<file path="src/rtl/cpt_pkg.sv">
package cpt_pkg;

   localparam int unsigned STAT_W = 5;
   localparam int unsigned ST_V   = 0;
   localparam int unsigned ST_W   = 1;
   localparam int unsigned ST_R   = 2;
   localparam int unsigned ST_D   = 3;
   localparam int unsigned ST_REF = 4;

   typedef logic [STAT_W-1:0] line_stat_t;

   function automatic line_stat_t stat_bit(input int unsigned pos);
      line_stat_t s;
      s = '0;
      s[pos] = 1'b1;
      return s;
   endfunction

   // Status written by a fill: shared fills withhold write permission.
   function automatic line_stat_t fill_stat(input logic shared);
      line_stat_t s;
      s = stat_bit(ST_V) | stat_bit(ST_R);
      if (!shared) s = s | stat_bit(ST_W);
      return s;
   endfunction

endpackage

</file>
<file path="src/rtl/cpt_line_array.sv">
module cpt_line_array
   import cpt_pkg::*;
#(
   parameter int unsigned NUM_LINES = 16,
   parameter int unsigned IDX_W     = 4,
   parameter int unsigned TAG_W     = 22
) (
   input  logic             clk,
   input  logic             rst_n,
   input  logic [IDX_W-1:0] rd_idx,
   output logic [TAG_W-1:0] rd_tag,
   output line_stat_t       rd_stat,
   input  logic             a_we,
   input  logic [IDX_W-1:0] a_idx,
   input  logic [TAG_W-1:0] a_tag,
   input  line_stat_t       a_stat,
   input  logic             b_we,
   input  logic [IDX_W-1:0] b_idx,
   input  logic [TAG_W-1:0] b_tag,
   input  line_stat_t       b_stat
);

   logic [TAG_W-1:0] tag_arr [NUM_LINES];
   line_stat_t       st_arr  [NUM_LINES];

   generate
      for (genvar l = 0; l < NUM_LINES; l++) begin : g_line
         logic [TAG_W-1:0] t_q;
         line_stat_t       s_q;
         always_ff @(posedge clk) begin
            if (!rst_n) begin
               t_q <= '0;
               s_q <= '0;
            end else if (a_we && a_idx == IDX_W'(l)) begin
               t_q <= a_tag;
               s_q <= a_stat;
            end else if (b_we && b_idx == IDX_W'(l)) begin
               t_q <= b_tag;
               s_q <= b_stat;
            end
         end
         assign tag_arr[l] = t_q;
         assign st_arr[l]  = s_q;
      end
   endgenerate

   assign rd_tag  = tag_arr[rd_idx];
   assign rd_stat = st_arr[rd_idx];

endmodule

</file>
<file path="src/rtl/cpt_miss_table.sv">
module cpt_miss_table #(
   parameter int unsigned DEPTH = 4,
   parameter int unsigned BLK_W = 26
) (
   input  logic             clk,
   input  logic             rst_n,
   input  logic [BLK_W-1:0] lk_blk,
   output logic             lk_hit,
   input  logic [BLK_W-1:0] fl_blk,
   input  logic             free_en,
   output logic             fl_hit,
   output logic             fl_excl,
   input  logic             alloc_en,
   input  logic [BLK_W-1:0] alloc_blk,
   input  logic             alloc_excl,
   output logic             full
);

   logic [DEPTH-1:0] vld;
   logic [DEPTH-1:0] excl_q;
   logic [DEPTH-1:0] lk_vec;
   logic [DEPTH-1:0] fl_vec;
   logic [DEPTH-1:0] pick;

   always_comb begin
      logic found;
      found = 1'b0;
      pick  = '0;
      for (int i = 0; i < DEPTH; i++) begin
         if (!vld[i] && !found) begin
            pick[i] = 1'b1;
            found   = 1'b1;
         end
      end
   end

   generate
      for (genvar e = 0; e < DEPTH; e++) begin : g_ent
         logic             v_q;
         logic             x_q;
         logic [BLK_W-1:0] b_q;
         always_ff @(posedge clk) begin
            if (!rst_n) begin
               v_q <= 1'b0;
               x_q <= 1'b0;
               b_q <= '0;
            end else if (alloc_en && pick[e]) begin
               v_q <= 1'b1;
               x_q <= alloc_excl;
               b_q <= alloc_blk;
            end else if (free_en && fl_vec[e]) begin
               v_q <= 1'b0;
            end
         end
         assign vld[e]    = v_q;
         assign excl_q[e] = x_q;
         assign lk_vec[e] = v_q && (b_q == lk_blk);
         assign fl_vec[e] = v_q && (b_q == fl_blk);
      end
   endgenerate

   assign lk_hit  = |lk_vec;
   assign fl_hit  = |fl_vec;
   assign fl_excl = |(fl_vec & excl_q);
   assign full    = &vld;

endmodule

</file>
<file path="src/rtl/cpt_decide.sv">
module cpt_decide
   import cpt_pkg::*;
(
   input  logic       req_valid,
   input  logic       req_write,
   input  logic       req_excl,
   input  logic       req_full_blk,
   input  logic       req_is_wb,
   input  logic       tag_eq,
   input  line_stat_t cur_stat,
   input  logic       miss_match,
   input  logic       miss_full,
   input  logic       fill_clash,
   output logic       ready,
   output logic       hit,
   output logic       merge,
   output logic       alloc,
   output logic       wbuf,
   output logic       st_we,
   output line_stat_t st_new
);

   logic need_ex;
   logic tag_hit;
   logic perm_ok;
   logic hit_c, merge_c, alloc_c, wbuf_c, we_c;

   assign need_ex = req_write | req_excl | req_is_wb;
   assign tag_hit = cur_stat[ST_V] && tag_eq;
   assign perm_ok = need_ex ? cur_stat[ST_W] : cur_stat[ST_R];

   always_comb begin
      ready   = 1'b1;
      hit_c   = 1'b0;
      merge_c = 1'b0;
      alloc_c = 1'b0;
      wbuf_c  = 1'b0;
      we_c    = 1'b0;
      st_new  = cur_stat;
      if (fill_clash) begin
         ready = 1'b0;
      end else if (req_is_wb) begin
         if (tag_hit && cur_stat[ST_W]) begin
            hit_c  = 1'b1;
            we_c   = 1'b1;
            st_new = cur_stat | stat_bit(ST_REF) | stat_bit(ST_D);
         end else begin
            wbuf_c = 1'b1;
         end
      end else if (tag_hit && perm_ok) begin
         hit_c  = 1'b1;
         we_c   = 1'b1;
         st_new = cur_stat | stat_bit(ST_REF);
         if (req_write) st_new = st_new | stat_bit(ST_D);
      end else if (miss_match) begin
         merge_c = 1'b1;
      end else if (req_write && req_full_blk) begin
         hit_c  = 1'b1;
         we_c   = 1'b1;
         st_new = stat_bit(ST_V) | stat_bit(ST_R) | stat_bit(ST_D) | stat_bit(ST_REF);
      end else if (miss_full) begin
         ready = 1'b0;
      end else begin
         alloc_c = 1'b1;
         if (need_ex && tag_hit) begin
            we_c   = 1'b1;
            st_new = cur_stat & ~stat_bit(ST_R);
         end
      end
   end

   assign hit   = req_valid & hit_c;
   assign merge = req_valid & merge_c;
   assign alloc = req_valid & alloc_c;
   assign wbuf  = req_valid & wbuf_c;
   assign st_we = req_valid & we_c;

endmodule

</file>
<file path="src/rtl/cache_perm_tracker.sv">
module cache_perm_tracker
   import cpt_pkg::*;
#(
   parameter int unsigned ADDR_W     = 32,
   parameter int unsigned LINE_BYTES = 64,
   parameter int unsigned NUM_LINES  = 16,
   parameter int unsigned MISS_DEPTH = 4
) (
   input  logic              clk,
   input  logic              rst_n,
   input  logic              req_valid,
   input  logic [ADDR_W-1:0] req_addr,
   input  logic              req_write,
   input  logic              req_excl,
   input  logic              req_full_blk,
   input  logic              req_is_wb,
   input  logic              fill_valid,
   input  logic [ADDR_W-1:0] fill_addr,
   input  logic              fill_shared,
   output logic              req_ready,
   output logic              req_hit,
   output logic              req_merge,
   output logic              mshr_alloc,
   output logic              wbuf_alloc,
   output logic [ADDR_W-1:0] alloc_addr,
   output logic [4:0]        line_status,
   output logic              fill_err
);

   localparam int unsigned OFF_W = $clog2(LINE_BYTES);
   localparam int unsigned IDX_W = $clog2(NUM_LINES);
   localparam int unsigned BLK_W = ADDR_W - OFF_W;
   localparam int unsigned TAG_W = BLK_W - IDX_W;

   initial begin
      assert (LINE_BYTES >= 2 && (LINE_BYTES & (LINE_BYTES - 1)) == 0)
         else $error("LINE_BYTES must be a power of two");
      assert (NUM_LINES >= 2 && (NUM_LINES & (NUM_LINES - 1)) == 0)
         else $error("NUM_LINES must be a power of two");
      assert (MISS_DEPTH >= 1) else $error("MISS_DEPTH must be at least 1");
      assert (ADDR_W > OFF_W + IDX_W) else $error("ADDR_W too narrow for tag");
   end

   logic [IDX_W-1:0] req_idx, fill_idx;
   logic [TAG_W-1:0] req_tag, fill_tag, cur_tag;
   logic [BLK_W-1:0] req_blk, fill_blk;
   line_stat_t       cur_stat, new_stat;
   logic             st_we, miss_match, miss_full, fl_hit, fl_excl, fill_clash;

   assign req_idx  = req_addr[OFF_W +: IDX_W];
   assign req_tag  = req_addr[ADDR_W-1 -: TAG_W];
   assign req_blk  = req_addr[ADDR_W-1 -: BLK_W];
   assign fill_idx = fill_addr[OFF_W +: IDX_W];
   assign fill_tag = fill_addr[ADDR_W-1 -: TAG_W];
   assign fill_blk = fill_addr[ADDR_W-1 -: BLK_W];
   assign fill_clash = fill_valid && (fill_idx == req_idx);

   cpt_line_array #(
      .NUM_LINES (NUM_LINES),
      .IDX_W     (IDX_W),
      .TAG_W     (TAG_W)
   ) i_lines (
      .clk     (clk),
      .rst_n   (rst_n),
      .rd_idx  (req_idx),
      .rd_tag  (cur_tag),
      .rd_stat (cur_stat),
      .a_we    (fill_valid),
      .a_idx   (fill_idx),
      .a_tag   (fill_tag),
      .a_stat  (fill_stat(fill_shared)),
      .b_we    (st_we),
      .b_idx   (req_idx),
      .b_tag   (req_tag),
      .b_stat  (new_stat)
   );

   cpt_miss_table #(
      .DEPTH (MISS_DEPTH),
      .BLK_W (BLK_W)
   ) i_misses (
      .clk        (clk),
      .rst_n      (rst_n),
      .lk_blk     (req_blk),
      .lk_hit     (miss_match),
      .fl_blk     (fill_blk),
      .free_en    (fill_valid),
      .fl_hit     (fl_hit),
      .fl_excl    (fl_excl),
      .alloc_en   (mshr_alloc),
      .alloc_blk  (req_blk),
      .alloc_excl (req_write | req_excl),
      .full       (miss_full)
   );

   cpt_decide i_decide (
      .req_valid    (req_valid),
      .req_write    (req_write),
      .req_excl     (req_excl),
      .req_full_blk (req_full_blk),
      .req_is_wb    (req_is_wb),
      .tag_eq       (cur_tag == req_tag),
      .cur_stat     (cur_stat),
      .miss_match   (miss_match),
      .miss_full    (miss_full),
      .fill_clash   (fill_clash),
      .ready        (req_ready),
      .hit          (req_hit),
      .merge        (req_merge),
      .alloc        (mshr_alloc),
      .wbuf         (wbuf_alloc),
      .st_we        (st_we),
      .st_new       (new_stat)
   );

   assign alloc_addr  = {req_blk, {OFF_W{1'b0}}};
   assign line_status = cur_stat;
   assign fill_err    = fill_valid && fill_shared && fl_hit && fl_excl;

endmodule

</file>
<file path="config.mk">
export PLATFORM = sky130hd
export DESIGN_NAME = cache_perm_tracker
export DESIGN_NICKNAME = d
export VERILOG_FILES = /design/src/rtl/cpt_pkg.sv /design/src/rtl/cpt_line_array.sv /design/src/rtl/cpt_miss_table.sv /design/src/rtl/cpt_decide.sv /design/src/rtl/cache_perm_tracker.sv
export SDC_FILE = /design/constraint.sdc
export NUM_CORES = 2
export LEC_CHECK = 0
export CAP_MARGIN = 20
export CORE_UTILIZATION = 30
export CTS_BUF_LIST = sky130_fd_sc_hd__clkbuf_4
export CTS_CLUSTER_DIAMETER = 50
export DETAILED_ROUTE_END_ITERATION = 7
export GPL_ROUTABILITY_DRIVEN = 0
export HOLD_SLACK_MARGIN = 0.06
export SETUP_SLACK_MARGIN = 0.3
export SLEW_MARGIN = 20
export SYNTH_ARGS = -nofsm -noshare
export SYNTH_HDL_FRONTEND = slang
export SYNTH_SLANG_ARGS = --single-unit
</file>
<file path="constraint.sdc">
create_clock -name clk -period 4.1 [get_ports clk]
set_input_delay 0.41 -clock clk [delete_from_list [all_inputs] [get_ports clk]]
set_output_delay 0.41 -clock clk [all_outputs]
set_load 0.1 [all_outputs]
</file>
* Yosys cells after proc, flatten, opt, wreduce, memory -nomap -nowiden
Index checks and enable logic that the tools add are counted.
** Operators by class
- Order comparisons :: 1
- Equality and inequality tests :: 40
- Muxes and demuxes :: 126
- Bitwise gates (word level) :: 9
- Reduce and logical (&&, ||, !) cells :: 91
** Operators with widths (count)
- $mux 22 :: 34
- $eq 26x26->1 :: 8
- $mux 5 :: 40
- $bmux 22 s4 :: 1
- $eq 4x4->1 const B :: 16
- $logic_and 1x1->1 :: 60
- $mux 1 :: 46
- $reduce_bool 2->1 :: 20
- $eq 4x3->1 const B :: 8
- $eq 22x22->1 :: 1
- $bmux 5 s4 :: 1
- $eq 4x2->1 const B :: 4
- $reduce_or 4->1 :: 3
- $eq 4x1->1 const B :: 2
- $logic_not 4->1 :: 2
- $mux 3 :: 2
- $and 1x1->1 :: 5
- $ge 5x5->1 const B :: 1
- $logic_not 1->1 :: 5
- $not 4->5 :: 1
- $and 4x4->4 :: 1
- $eq 4x4->1 :: 1
- $mux 4 :: 1
- $reduce_and 4->1 :: 1
- 2 further kinds :: 3
** Word-level totals
- Register bits :: 544
- Word-level logic and storage cells :: 311

* Depth between registers and ports, before layout
- Word-level depth :: 18
- Depth in mapped cells :: 17
- Mapped depth without buffers :: 10

* By module
Synthesis repeated with hierarchy kept, for this count alone.
** Second synthesis, totals
- Cell total of the unflattened synthesis :: 3846
- Area total of the unflattened synthesis :: 31823.0 µm²
** By module, submodules not included
- cpt_line_array :: times used 1, cells each 2918, area each 24285.8 µm², sequential area each 8648.3 µm²
- cpt_miss_table :: times used 1, cells each 818, area each 6721.4 µm², sequential area each 2242.2 µm²
- cache_perm_tracker :: times used 1, cells each 72, area each 554.3 µm², sequential area each 0.0 µm²
- cpt_decide :: times used 1, cells each 38, area each 261.5 µm², sequential area each 0.0 µm²

* Worst setup path after synthesis
OpenSTA, ideal clock, no wires.
- Path kind :: input -> output
- Start :: in req_addr[9]
- End :: out req_hit
- Arrival time :: 6.301 ns
- Path slack :: -2.611 ns
- Stages :: 12
- Path through :: buf_6 > buf_6 > buf_6 > buf_2 > buf_4 > mux2i_1 > a22oi_1 > o21ai_0 > o21ai_0 > and3_1 > nor2b_1 > nor3_1
** RTL lines
- start: declaration :: RTL line cache_perm_tracker.sv:12 : input logic [ADDR_W-1:0] req_addr,
- $not 4->5 (implied by the code) (*) :: RTL line cpt_line_array.sv:48 : assign rd_stat = st_arr[rd_idx];
- $bmux 5 s4 (*) :: RTL line cpt_line_array.sv:48
- $mux 5 (implied by the code) (*) (2 in a row) :: RTL line cpt_line_array.sv:48
- named net line_status[1] :: RTL line cache_perm_tracker.sv:26 : output logic [4:0] line_status,
- $mux 1 :: RTL line cpt_decide.sv:30 : assign perm_ok = need_ex ? cur_stat[ST_W] : cur_stat[ST_R];
- $logic_and 1x1->1 :: RTL line cpt_decide.sv:50 : end else if (tag_hit && perm_ok) begin
- $mux 1 :: RTL line cpt_decide.sv:50
- $mux 1 (*) :: RTL line cpt_decide.sv:42 : end else if (req_is_wb) begin
- $mux 1 (*) :: RTL line cpt_decide.sv:40 : if (fill_clash) begin
- $and 1x1->1 (*) :: RTL line cpt_decide.sv:72 : assign hit = req_valid & hit_c;
- end: declaration :: RTL line cache_perm_tracker.sv:21 : output logic req_hit,
The timed path passes the listed nets; every way through them passes the cells marked *. The select of a mux whose other input is x is not followed.

* Worst setup path after layout
- Start :: reg i_lines.g_line[14].t_q[7]
- End :: out req_hit
** On the way
- Word-level cells in the longest chain between the ends :: 10
** Ends and longest elaborated chain
- start: declaration :: RTL line cpt_line_array.sv:28 : logic [TAG_W-1:0] t_q;
- start signal: assignment :: RTL line cpt_line_array.sv:35 : t_q <= a_tag;
- start signal: assignment :: RTL line cpt_line_array.sv:38 : t_q <= b_tag;
- $bmux 22 s4 (*) :: RTL line cpt_line_array.sv:47 : assign rd_tag = tag_arr[rd_idx];
- $mux 22 (implied by the code) (*) (2 in a row) :: RTL line cpt_line_array.sv:47
- $eq 22x22->1 (*) :: RTL line cache_perm_tracker.sv:102 : .tag_eq (cur_tag == req_tag),
- $logic_and 1x1->1 (*) :: RTL line cpt_decide.sv:29 : assign tag_hit = cur_stat[ST_V] && tag_eq;
- $logic_and 1x1->1, on equally long branches :: RTL line cpt_decide.sv:50, cpt_decide.sv:43
- $mux 1, on equally long branches :: RTL line cpt_decide.sv:50, cpt_decide.sv:43
- $mux 1 (*) :: RTL line cpt_decide.sv:42
- $mux 1 (*) :: RTL line cpt_decide.sv:40
- $and 1x1->1 (*) :: RTL line cpt_decide.sv:72
Every way passes the cells marked *; elsewhere a longest branch is shown, timed or not. The select of a mux whose other input is x is not followed.

==> flow_summary.ini <==
[route]
via_count = 27489
viasPerCell = 5.94
wl_per_cell_microns = 27.0
wl_microns = 125000
drtAntennaViolNets = 0
drtIter0Drc = 3674
drc = 0
dr.pass1.iters = 6

[run_status]
violations = negative setup slack
status = finished, violations left

[synth]
ys_types = 87
synth_top_area_share_pct = 36.8
yosysTopAreaCell = dfxtp_1
synth_mux_area_share_pct = 13.8
synthAdderAreaFrac_pct = 0
synth-compound-area-share_pct = 23.5
yosysMostFrequentCell = dfxtp_1
netlist_instances = 3027
synth-simple-area-share_pct = 12.1
async_flop_share_pct = 0
syn-cell-area_sq_mm = 0.0296
ys_top_cells_by_area = dfxtp_1, o221a_2, mux4_2
syn_avg_cell_area_sq_um = 9.78
synth-main-ff-cell = dfxtp_1
ys_seq_area_share_pct = 36.8
yosys_warnings = 0
synth_seq_cells = 544
synth.top_cells.by_count = dfxtp_1, nor2_1, o221a_2, o21a_1, clkbuf_1
synth_top_family_by_area = compound AO/OA/AOI/OAI gates
synth-edff-count = 0
synth-xor-area-share_pct = 7.06

[global_route]
grt_max_degree = 124
antenna_found_initial = 5
grt_pass1_vias = 26305
grt_pass1_wl_microns = 181000
grt_use_total_pct = 24.5
overflow = 0

[power_and_ir_drop]
pwr-share-comb_pct = 15.3
pwr_density_cell_mw_per_mm2 = 346
clockPowerShare_pct = 41.2
seq_power_share_pct = 43.5
power_switching_share_pct = 29.6
leakage_nw = 13.2
power_switching_w = 0.00372
power.internal_w = 0.00887
irDropWorstVdd_uv = 203

[finish]
post-route-cell-area_sq_mm = 0.0364
area_growth_pct = 23.0
multi_input_area_sq_mm = 0.0173
seqCellArea_sq_mm = 0.0109
drive_gt1_share_pct = 33.1
fillers = 9718
fin_util_pct = 37.4
nets = 3309

[clock_tree]
cts_tree = yes
cts_sinks = 544
clk_latency_ns = 1.06
path_clk_slew_ns = 0.07
clockBufferDepth = 3
h-tree-depth = 4
cts-root-buf = clkbuf_4
cts-buffers-inserted = 153

[timing]
finalSetupViolCount = 5
timing.final.ws_setup_ns = -0.704
tightest_slew_ns = 0.967
period_needed_ns = 4.80
hold_viol = 0
clock_skew_ns = 0.102
maxSlewViolCount = 0
slew_headroom_pct = 35.4
holdWs_ns = 0.145
layout_worst_path_cycle_share_pct = 117
rsz0062_at_grt = true
fmax_mhz = 208

[floorplan]
die_w_microns = 316
coreArea_sq_mm = 0.0973
die_area_sq_mm = 0.0999
fp-row-count = 114
die_y_microns = 316
initial_core_util_pct = 30.4
ios = 116

[flow_run]
maxCapViolCount = 0

[placed_design]
port_buffers = 97
dp_hpwl_microns = 80900
post-place-ws_ns = -0.424
dpl_cell_area_sq_mm = 0.0337

[worst_setup_path]
cp_max_fo = 2
crit_arrival_ns = 4.39
required_ns = 3.69
path_cells = mux4_2 > mux4_2 > xnor2_4 > nand2_2 > nor3b_2 > nand4_1 > or4b_4 > nand2_2 > nor2_2 > nor3_4 > buf_12
worst_setup_path_end_kind = primary output
cp_slowest_stage_delay_ns = 0.66
worst_setup_path_start_kind = register
crit_type = reg -> out
slowest_stage = or4b_4

[hold_path]
hp-class = in -> reg
-- power groups by stage --
stage	clock, W	sequential (W)	combinational (W)
2_1_floorplan	0	0.00557	0.00119
3_3_place_gp	0	0.00559	0.00183
3_5_place_dp	0	0.00559	0.00184
4_1_cts	0.00525	0.00547	0.00187
5_1_grt	0.00554	0.00548	0.00200
6_report	0.00519	0.00548	0.00193
-- layout by cell type, fill, tap and decap left out, types with 7 or more instances in the layout --
cell / synthesis / routed
o21ai_0: 65 / 60
buf_4: 51 / 286
mux2_2: 19 / 19
and3_1: 25 / 22
clkdlybuf4s50_1: 0 / 58
clkinv_1: 2 / 30
o22ai_1: 8 / 8
or2_0: 7 / 7
a22oi_1: 15 / 10
nor4_1: 14 / 8
xnor2_1: 221 / 209
nand4_1: 66 / 66
xor2_1: 14 / 13
buf_6: 16 / 20
dfxtp_2: 0 / 10
mux2i_1: 160 / 160
mux4_2: 91 / 94
o221a_2: 254 / 254
a311oi_1: 18 / 18
o21ai_1: 8 / 11
buf_12: 1 / 78
dfxtp_1: 544 / 534
clkbuf_4: 0 / 218
nor2_1: 285 / 278
xnor2_2: 2 / 9
o211a_1: 8 / 8
o21a_1: 235 / 235
nand3_1: 47 / 46
or2_2: 10 / 10
a31oi_1: 12 / 11
nor3_1: 135 / 132
a21oi_1: 99 / 95
nand2_1: 64 / 58
inv_1: 7 / 7
and3b_1: 10 / 10
nor2b_1: 13 / 13
a22oi_2: 2 / 7
a211oi_1: 8 / 7
nand2b_1: 14 / 14
o221ai_1: 45 / 42
-- state kept, by name, indices dropped and copies added (netlist names) --
register	cells
i_lines.g_line.s_q	80
i_misses.g_ent.v_q	4
i_misses.g_ent.b_q	104
i_misses.g_ent.x_q	4
i_lines.g_line.t_q	352
-- per-layer routing --
metal  GRT usage (%)  part of all wire (%)
met1            32.5                    41
met2            36.3                    43
met3            6.97                    11
met4            11.9                   4.8
met5               0                     0
-- per-stage QoR --
step	total power, W	TNS (ns)	cells
2_1_floorplan	0.00676	-0.0178	3032
3_3_place_gp	0.00742	-88.83	4332
3_5_place_dp	0.00743	-88.70	4332
4_1_cts	0.0126	-3.00	4606
5_1_grt	0.0130	-3.44	4624
6_report	0.0126	-2.84	4625
-- path summary, 6_finish.rpt --
kind         slack, ns                         to  depth (start not counted)                 startpoint
max reg2reg       0.18   i_lines.g_line[9].t_q[0]                         17  i_lines.g_line[14].t_q[7]
min reg2reg       0.46  i_lines.g_line[8].t_q[16]                          1  i_lines.g_line[8].t_q[16]
max              -0.70                    req_hit                         11  i_lines.g_line[14].t_q[7]
min               0.15   i_misses.g_ent[3].b_q[6]                          3               req_addr[12]
-- worst max-delay path, delay by kind of cell (launching register included) --
kind | cells | cell delay [ns]
multiplexers | 2 | 1.02
AND/OR/NAND/NOR | 7 | 1.56
flip-flops | 1 | 0.32
XOR/XNOR | 1 | 0.21
buffers and inverters | 1 | 0.21
-- timing repair --
item                                    in CTS  in global routing
gates cloned                                 0                  4
buffers inserted                             5                 10
hold buffers                                 5                  0
endpoints found under the setup margin       8                128
endpoints found under the hold margin       99                  0
pin swaps                                   19                 29
resized for setup                           33                 61
-- kinds of logic (layout without fill, tap and decap cells) --
group                     count (synthesis)  after routing
xor gates and xnor gates                237            237
buffers and inverters                   413            725
muxes                                   279            279
DFF                                     544            544
and+or+nand+nor                         726            726
AOI/OAI and AO/OA                       827            828
other                                     1             10
-- final cells by class --
type                       instances  share of cell area, %
multi-input combinational       2076                   47.4
sequential                       544                   29.9
timing repair buffer             451                   12.8
inverter                          10                  0.117
antenna                            4                 0.0275
clock buffer                     218                   4.49
clock inverter                    46                  0.890
tap                             1276                   4.38
Note: power is estimated with default switching activity, not from simulation.
